## config.mk

```make
export PLATFORM = sky130hd
export DESIGN_NAME = sram_byte_ctrl
export DESIGN_NICKNAME = d
export VERILOG_FILES = /design/src/rtl/sram_ctrl_pkg.sv /design/src/rtl/sram_ctrl_seq.sv /design/src/rtl/sram_ctrl_pins.sv /design/src/rtl/sram_ctrl_lane.sv /design/src/rtl/sram_byte_ctrl.sv
export SDC_FILE = /design/constraint.sdc
export NUM_CORES = 1
export LEC_CHECK = 0
export BUFFER_PORTS_ARGS = -buffer_cell sky130_fd_sc_hd__buf_2
export CORE_ASPECT_RATIO = 1.1
export CORE_UTILIZATION = 52
export DETAILED_ROUTE_END_ITERATION = 10
export PLACE_DENSITY = 0.94
export SYNTH_ARGS = -nofsm -noshare
export SYNTH_HDL_FRONTEND = slang
export SYNTH_SLANG_ARGS = --single-unit
```

## constraint.sdc

```tcl
create_clock -name clk -period 4.23 [get_ports clk]
set_input_delay 0.6345 -clock clk [delete_from_list [all_inputs] [get_ports clk]]
set_output_delay 0.6345 -clock clk [all_outputs]
set_load 0.005 [all_outputs]
```

## src/rtl/sram_ctrl_pkg.sv

```systemverilog
package sram_ctrl_pkg;

   typedef enum logic [2:0] {
      ST_IDLE  = 3'd0,
      ST_TURN  = 3'd1,
      ST_RD    = 3'd2,
      ST_WR    = 3'd3,
      ST_WHOLD = 3'd4
   } sram_st_e;

   function automatic int unsigned ceil_div(input int unsigned ns, input int unsigned per);
      return (ns + per - 1) / per;
   endfunction

   function automatic int unsigned max2(input int unsigned a, input int unsigned b);
      return (a > b) ? a : b;
   endfunction

   // cycle time (also address access time) per grade
   function automatic int unsigned cyc_ns(input int unsigned g);
      case (g)
         0:       return 55;
         1:       return 70;
         default: return 100;
      endcase
   endfunction

   function automatic int unsigned pulse_ns(input int unsigned g);
      case (g)
         0:       return 45;
         1:       return 60;
         default: return 80;
      endcase
   endfunction

   function automatic int unsigned aw_ns(input int unsigned g);
      case (g)
         0:       return 50;
         1:       return 65;
         default: return 80;
      endcase
   endfunction

   function automatic int unsigned setup_ns(input int unsigned g);
      case (g)
         0:       return 25;
         1:       return 30;
         default: return 40;
      endcase
   endfunction

   function automatic int unsigned rd_cycles(input int unsigned g, input int unsigned per);
      return max2(1, ceil_div(cyc_ns(g), per));
   endfunction

   function automatic int unsigned wp_cycles(input int unsigned g, input int unsigned per);
      return max2(1, max2(ceil_div(pulse_ns(g), per),
                          max2(ceil_div(aw_ns(g), per), ceil_div(setup_ns(g), per))));
   endfunction

   function automatic int unsigned wr_cycles(input int unsigned g, input int unsigned per);
      return max2(wp_cycles(g, per) + 1, ceil_div(cyc_ns(g), per));
   endfunction

endpackage

```

## src/rtl/sram_ctrl_seq.sv

```systemverilog
module sram_ctrl_seq
   import sram_ctrl_pkg::*;
#(
   parameter int unsigned RD_CYC = 7,
   parameter int unsigned WP_CYC = 7,
   parameter int unsigned WR_TOT = 8
)(
   input  logic     clk,
   input  logic     rst_n,
   input  logic     req_valid,
   input  logic     req_write,
   input  logic     mask_zero,
   output logic     req_ready,
   output logic     accept,
   output sram_st_e state_d,
   output logic     rd_last,
   output logic     zero_rd
);

   localparam int unsigned MAXC  = (RD_CYC > WR_TOT) ? RD_CYC : WR_TOT;
   localparam int unsigned CNT_W = $clog2(MAXC + 1);
   localparam int unsigned HOLD_CYC = WR_TOT - WP_CYC;

   sram_st_e         state_q;
   logic [CNT_W-1:0] cnt_q, cnt_d;
   logic             last_rd_q, last_rd_d;

   assign req_ready = (state_q == ST_IDLE);
   assign accept    = req_valid & req_ready;
   assign rd_last   = (state_q == ST_RD) && (cnt_q == '0);
   assign zero_rd   = accept & mask_zero & ~req_write;

   always_comb begin
      state_d   = state_q;
      cnt_d     = cnt_q;
      last_rd_d = last_rd_q;
      case (state_q)
         ST_IDLE: begin
            if (accept && !mask_zero) begin
               if (!req_write) begin
                  state_d = ST_RD;
                  cnt_d   = CNT_W'(RD_CYC - 1);
               end else if (last_rd_q) begin
                  state_d = ST_TURN;
               end else begin
                  state_d   = ST_WR;
                  cnt_d     = CNT_W'(WP_CYC - 1);
                  last_rd_d = 1'b0;
               end
            end
         end
         ST_TURN: begin
            state_d   = ST_WR;
            cnt_d     = CNT_W'(WP_CYC - 1);
            last_rd_d = 1'b0;
         end
         ST_RD: begin
            if (cnt_q == '0) begin
               state_d   = ST_IDLE;
               last_rd_d = 1'b1;
            end else begin
               cnt_d = cnt_q - 1'b1;
            end
         end
         ST_WR: begin
            if (cnt_q == '0) begin
               state_d = ST_WHOLD;
               cnt_d   = CNT_W'(HOLD_CYC - 1);
            end else begin
               cnt_d = cnt_q - 1'b1;
            end
         end
         ST_WHOLD: begin
            if (cnt_q == '0) state_d = ST_IDLE;
            else             cnt_d   = cnt_q - 1'b1;
         end
         default: state_d = ST_IDLE;
      endcase
   end

   always_ff @(posedge clk or negedge rst_n) begin
      if (!rst_n) begin
         state_q   <= ST_IDLE;
         cnt_q     <= '0;
         last_rd_q <= 1'b0;
      end else begin
         state_q   <= state_d;
         cnt_q     <= cnt_d;
         last_rd_q <= last_rd_d;
      end
   end

endmodule

```

## src/rtl/sram_ctrl_pins.sv

```systemverilog
module sram_ctrl_pins
   import sram_ctrl_pkg::*;
#(
   parameter int unsigned ADDR_W = 17
)(
   input  logic              clk,
   input  logic              rst_n,
   input  logic              accept,
   input  logic [ADDR_W-1:0] req_addr,
   input  sram_st_e          state_d,
   output logic [ADDR_W-1:0] mem_addr,
   output logic              mem_ce_n,
   output logic              mem_oe_n,
   output logic              mem_we_n,
   output logic              mem_dq_oe
);

   logic busy_d;
   assign busy_d = (state_d == ST_RD) || (state_d == ST_WR) || (state_d == ST_WHOLD);

   always_ff @(posedge clk or negedge rst_n) begin
      if (!rst_n) begin
         mem_addr  <= '0;
         mem_ce_n  <= 1'b1;
         mem_oe_n  <= 1'b1;
         mem_we_n  <= 1'b1;
         mem_dq_oe <= 1'b0;
      end else begin
         if (accept) mem_addr <= req_addr;
         mem_ce_n  <= ~busy_d;
         mem_oe_n  <= ~(state_d == ST_RD);
         mem_we_n  <= ~(state_d == ST_WR);
         mem_dq_oe <= (state_d == ST_WR) || (state_d == ST_WHOLD);
      end
   end

endmodule

```

## src/rtl/sram_ctrl_lane.sv

```systemverilog
module sram_ctrl_lane
   import sram_ctrl_pkg::*;
#(
   parameter int unsigned LANE_W = 8
)(
   input  logic              clk,
   input  logic              rst_n,
   input  logic              accept,
   input  logic              sel_in,
   input  logic [LANE_W-1:0] wdata_in,
   input  sram_st_e          state_d,
   input  logic              rd_last,
   input  logic              zero_rd,
   input  logic [LANE_W-1:0] dq_in,
   output logic              bsel_n,
   output logic [LANE_W-1:0] dq_out,
   output logic [LANE_W-1:0] rdata
);

   logic sel_q, sel_nxt, busy_d;

   assign sel_nxt = accept ? sel_in : sel_q;
   assign busy_d  = (state_d == ST_RD) || (state_d == ST_WR) || (state_d == ST_WHOLD);

   always_ff @(posedge clk or negedge rst_n) begin
      if (!rst_n) begin
         sel_q  <= 1'b0;
         dq_out <= '0;
         bsel_n <= 1'b1;
         rdata  <= '0;
      end else begin
         sel_q  <= sel_nxt;
         if (accept) dq_out <= wdata_in;
         bsel_n <= ~(busy_d & sel_nxt);
         if (rd_last)      rdata <= sel_q ? dq_in : '0;
         else if (zero_rd) rdata <= '0;
      end
   end

endmodule

```

## src/rtl/sram_byte_ctrl.sv

```systemverilog
module sram_byte_ctrl
   import sram_ctrl_pkg::*;
#(
   parameter int unsigned ADDR_W = 17,
   parameter int unsigned DATA_W = 16,
   parameter int unsigned LANE_W = 8,
   parameter int unsigned CLK_NS = 10,
   parameter int unsigned GRADE  = 1,
   localparam int unsigned NLANE = DATA_W / LANE_W
)(
   input  logic              clk,
   input  logic              rst_n,
   input  logic              req_valid,
   output logic              req_ready,
   input  logic              req_write,
   input  logic [ADDR_W-1:0] req_addr,
   input  logic [DATA_W-1:0] req_wdata,
   input  logic [NLANE-1:0]  req_be,
   output logic              rsp_valid,
   output logic [DATA_W-1:0] rsp_rdata,
   output logic [ADDR_W-1:0] mem_addr,
   output logic              mem_ce_n,
   output logic              mem_oe_n,
   output logic              mem_we_n,
   output logic [NLANE-1:0]  mem_bsel_n,
   output logic [DATA_W-1:0] mem_dq_out,
   output logic              mem_dq_oe,
   input  logic [DATA_W-1:0] mem_dq_in
);

   localparam int unsigned RD_CYC = rd_cycles(GRADE, CLK_NS);
   localparam int unsigned WP_CYC = wp_cycles(GRADE, CLK_NS);
   localparam int unsigned WR_TOT = wr_cycles(GRADE, CLK_NS);

   if (DATA_W % LANE_W != 0 || NLANE < 1) begin : g_bad_width
      $error("DATA_W must be a non-zero multiple of LANE_W");
   end
   if (GRADE > 2) begin : g_bad_grade
      $error("GRADE must be 0, 1 or 2");
   end
   if (CLK_NS == 0 || ADDR_W == 0) begin : g_bad_clk
      $error("CLK_NS and ADDR_W must be non-zero");
   end

   sram_st_e state_d;
   logic     accept, rd_last, zero_rd;

   sram_ctrl_seq #(
      .RD_CYC (RD_CYC),
      .WP_CYC (WP_CYC),
      .WR_TOT (WR_TOT)
   ) u_seq (
      .clk       (clk),
      .rst_n     (rst_n),
      .req_valid (req_valid),
      .req_write (req_write),
      .mask_zero (req_be == '0),
      .req_ready (req_ready),
      .accept    (accept),
      .state_d   (state_d),
      .rd_last   (rd_last),
      .zero_rd   (zero_rd)
   );

   sram_ctrl_pins #(.ADDR_W(ADDR_W)) u_pins (
      .clk       (clk),
      .rst_n     (rst_n),
      .accept    (accept),
      .req_addr  (req_addr),
      .state_d   (state_d),
      .mem_addr  (mem_addr),
      .mem_ce_n  (mem_ce_n),
      .mem_oe_n  (mem_oe_n),
      .mem_we_n  (mem_we_n),
      .mem_dq_oe (mem_dq_oe)
   );

   for (genvar i = 0; i < NLANE; i++) begin : g_lane
      sram_ctrl_lane #(.LANE_W(LANE_W)) u_lane (
         .clk      (clk),
         .rst_n    (rst_n),
         .accept   (accept),
         .sel_in   (req_be[i]),
         .wdata_in (req_wdata[i*LANE_W +: LANE_W]),
         .state_d  (state_d),
         .rd_last  (rd_last),
         .zero_rd  (zero_rd),
         .dq_in    (mem_dq_in[i*LANE_W +: LANE_W]),
         .bsel_n   (mem_bsel_n[i]),
         .dq_out   (mem_dq_out[i*LANE_W +: LANE_W]),
         .rdata    (rsp_rdata[i*LANE_W +: LANE_W])
      );
   end

   always_ff @(posedge clk or negedge rst_n) begin
      if (!rst_n) rsp_valid <= 1'b0;
      else        rsp_valid <= rd_last | zero_rd;
   end

endmodule

```

==> impl_metrics.ini <==
[sta]
min_period_ns = 2.24
setup-tns-final_ns = 0
slew_viol_final = 0
fin_skew_ns = 0.00647
fin_ws_ns = 1.99
max_freq_ghz = 0.447
maxSlewHeadroom = 0.434
finalHoldViolCount = 0
tightest_slew_ns = 0.846
finalSetupViolCount = 0
rsz0062_at_grt = no
fin_crit_sh = 0.529

[place]
port_buffers = 111
gp_congestion = 0.880
dp_cells = 355
pre_cts_ws_ns = 1.82
dp_hpwl_um = 4280

[drt]
wl_um = 6070
avgViaCountPerCell = 5.21
ant_nets = 0
routedWlPerCell_um = 16.4
drc_errors = 0
initialDrtViolationCount = 141
first_pass_iters = 4
vias = 1927

[clocking]
cts_sinks = 66
ctsLongestPathBuffers = 2
cts_setup_buffers = 0
cts_htree_levels = 3
cts_tree = done
cts_hold_buf = 0
cts_inserted_buffers = 9
ctsResizeCount = 0
clockRootBuffer = clkbuf_8
clock_latency_ns = 0.33
clkTransAtPathRegs_ns = 0.06

[floorplanning]
die_y_um = 79.0
core_um2 = 5100
fp-row-count = 27
die-area_um2 = 5680
die_w_um = 72.0
initial_utilization = 0.549
pin_count = 112

[final_layout]
area_growth_pct = 26.2
diodes = 0
drive_gt1_frac = 0.584
fillers = 354
finalNetCount = 351
seqCellArea_um2 = 1660
multi_input_area_um2 = 1020
stdcell_count = 370
fin_util = 0.693

[critical_path]
cp_num_cells = 4
worstPathArrival_ns = 2.45
worst-path-max-fanout = 38
crit_chain = or4b_4 -> o22ai_2 -> nor2_2 -> mux2_4
worstReg2RegEnd = u_seq.cnt_q[0]$_DFFE_PN0P_
worstSetupEndpointType = flop
ff2ff_path_depth = 4
critPathKind = flop to flop
reg2reg_slack_ns = 1.99
cp_top_family = simple AND/OR/NAND/NOR gates
critPathMaxStageDelay_ns = 0.84
critPathBufInv = 0
timing.rr.start = u_seq.state_q[0]$_DFF_PN0_
crit_required_ns = 4.44
crit_slowest_cell = or4b_4
cp-start-kind = flop

[grt]
grt_max_degree = 43
grt_overflow_total = 0
antenna_found_initial = 0
grtUsageTotal = 0.221
grt_pass1_wl_um = 9270
grt_pass1_vias = 1916

[logic_synthesis]
synthCells = 182
netlist_area_um2 = 2800
yosys_warnings = 0
ys_types = 32
syn-num-nets = 239
avgSynthCellArea_um2 = 15.4
synth-seq-area-share = 0.592
synth_seq_cells = 66

[worst_hold_path]
hold_class = input pin to async pin

[power]
finalPower_mw = 2.57
leakagePower_nw = 1.88
p_per_area_nw_per_um2 = 727
ir_worst_vdd_mv = 0.315

[run]
drv_cap = 0

[status]
status = finished, final reports clean
==> routing by layer <==
metal | GRT usage | up-vias | part of all wire
met5 | 0 | - | 0
met4 | 0.100 | 0 | 0.018
met3 | 0.0533 | 10 | 0.052
met2 | 0.374 | 86 | 0.53
met1 | 0.269 | 949 | 0.40
li1 | - | 882 | -
==> sequential cells by signal (all words and copies together), names as in the netlist <==
name                  flops
u_seq.last_rd_q           1
u_seq.cnt_q               4
u_pins.mem_ce_n           1
g_lane.u_lane.dq_out     16
u_pins.mem_we_n           1
u_pins.mem_addr          17
g_lane.u_lane.rdata      16
g_lane.u_lane.bsel_n      2
g_lane.u_lane.sel_q       2
u_seq.state_q             3
rsp_valid                 1
u_pins.mem_oe_n           1
u_pins.mem_dq_oe          1
==> placed cells by master (no fill, tap or decap), drive strengths merged, types with 2 or more instances in the layout <==
master / n
dfrtp: 61
nand2b: 4
nor4bb: 2
and2: 2
nand2: 5
nor2: 4
mux2: 37
or3b: 2
buf: 112
clkinv: 2
ha: 2
clkbuf: 12
a22o: 17
o22ai: 4
o21ai: 6
inv: 4
dfstp: 5
nor3: 5
o2bb2ai: 2
==> synthesized netlist by cell type <==
library cell,count,area [um^2]
dfrtp_1,61,1530
mux2_4,32,480
a22o_1,17,149
buf_6,7,78.8
o21ai_0,6,30.0
dfstp_2,5,131
mux2_2,5,56.3
nand2_1,5,18.8
inv_1,4,15.0
nand2b_1,4,25.0
nor3_1,4,20.0
nor2_1,3,11.3
o22ai_2,3,37.5
and2_1,2,12.5
buf_2,2,10.0
buf_4,2,15.0
ha_1,2,25.0
nor4bb_1,2,20.0
o2bb2ai_1,2,17.5
or3b_1,2,17.5
a31oi_2,1,12.5
nor2_2,1,6.26
nor3_2,1,10.0
nor3b_1,1,7.51
nor4b_1,1,8.76
o21a_1,1,7.51
o21bai_1,1,7.51
o22ai_1,1,6.26
o31a_1,1,8.76
or3_1,1,6.26
or4b_4,1,13.8
xnor2_1,1,8.76
==> worst reg2reg max path: cells and delay by family (launching register included) <==
kind / cells / cell delay [ns]
multiplexers: 1 / 0.31
AND/OR/NAND/NOR: 2 / 0.98
AO/OA/AOI/OAI: 1 / 0.35
flip-flops: 1 / 0.49
==> final cells by class <==
| cell class | count | share of cell area |
|---|---|---|
| clock inverters | 3 | 0.0113 |
| repair buffers | 112 | 0.159 |
| multi-input cells | 101 | 0.290 |
| clock buffers | 12 | 0.0410 |
| well taps | 72 | 0.0255 |
| flip-flops and latches | 66 | 0.469 |
| inverters | 4 | 0.00425 |
==> worst max-delay path by stage <==
| stage | start | end | slack (ns) |
|---|---|---|---|
| final | u_seq.state_q[0]$_DFF_PN0_ | u_seq.cnt_q[0]$_DFFE_PN0P_ | 1.99 |
| after global routing | u_seq.state_q[0]$_DFF_PN0_ | u_seq.cnt_q[0]$_DFFE_PN0P_ | 1.92 |
| after CTS | u_seq.state_q[0]$_DFF_PN0_ | u_seq.cnt_q[0]$_DFFE_PN0P_ | 2.01 |
| after detailed placement | req_valid | u_seq.cnt_q[1]$_DFFE_PN0P_ | 1.82 |
| after global placement | req_valid | u_seq.cnt_q[0]$_DFFE_PN0P_ | 1.88 |
| after floorplan | u_seq.cnt_q[0]$_DFFE_PN0P_ | g_lane[0].u_lane.rdata[0]$_DFFE_PN0P_ | 2.40 |
==> per-stage QoR <==
stage / hold WS [ns] / cell area, um^2
final: 0.283 / 3540
after global routing: 0.317 / 3540
after CTS: 0.291 / 3540
after detailed placement: 0.487 / 3350
after global placement: 0.483 / 3350
after floorplan: 0.339 / 2800
==> cell families (layout without fill, tap and decap cells) <==
kind of cell	Yosys count	after routing	synth area share
compound gates	33	33	0.0987
xor+xnor	1	1	0.00313
flops	66	66	0.592
buf+inv	15	131	0.0424
simple gates	28	28	0.0634
mux	37	37	0.192
fa+ha+maj	2	2	0.00893
==> where the power goes <==
group / internal, mW / switching [mW] / total, mW / leakage (nW)
Clock: 0.284 / 0.219 / 0.502 / 0.0962
Sequential: 0.929 / 0.179 / 1.11 / 0.801
Combinational: 0.577 / 0.384 / 0.961 / 0.980
Total: 1.79 / 0.781 / 2.57 / 1.88
Power figures use the tool's default switching activity.
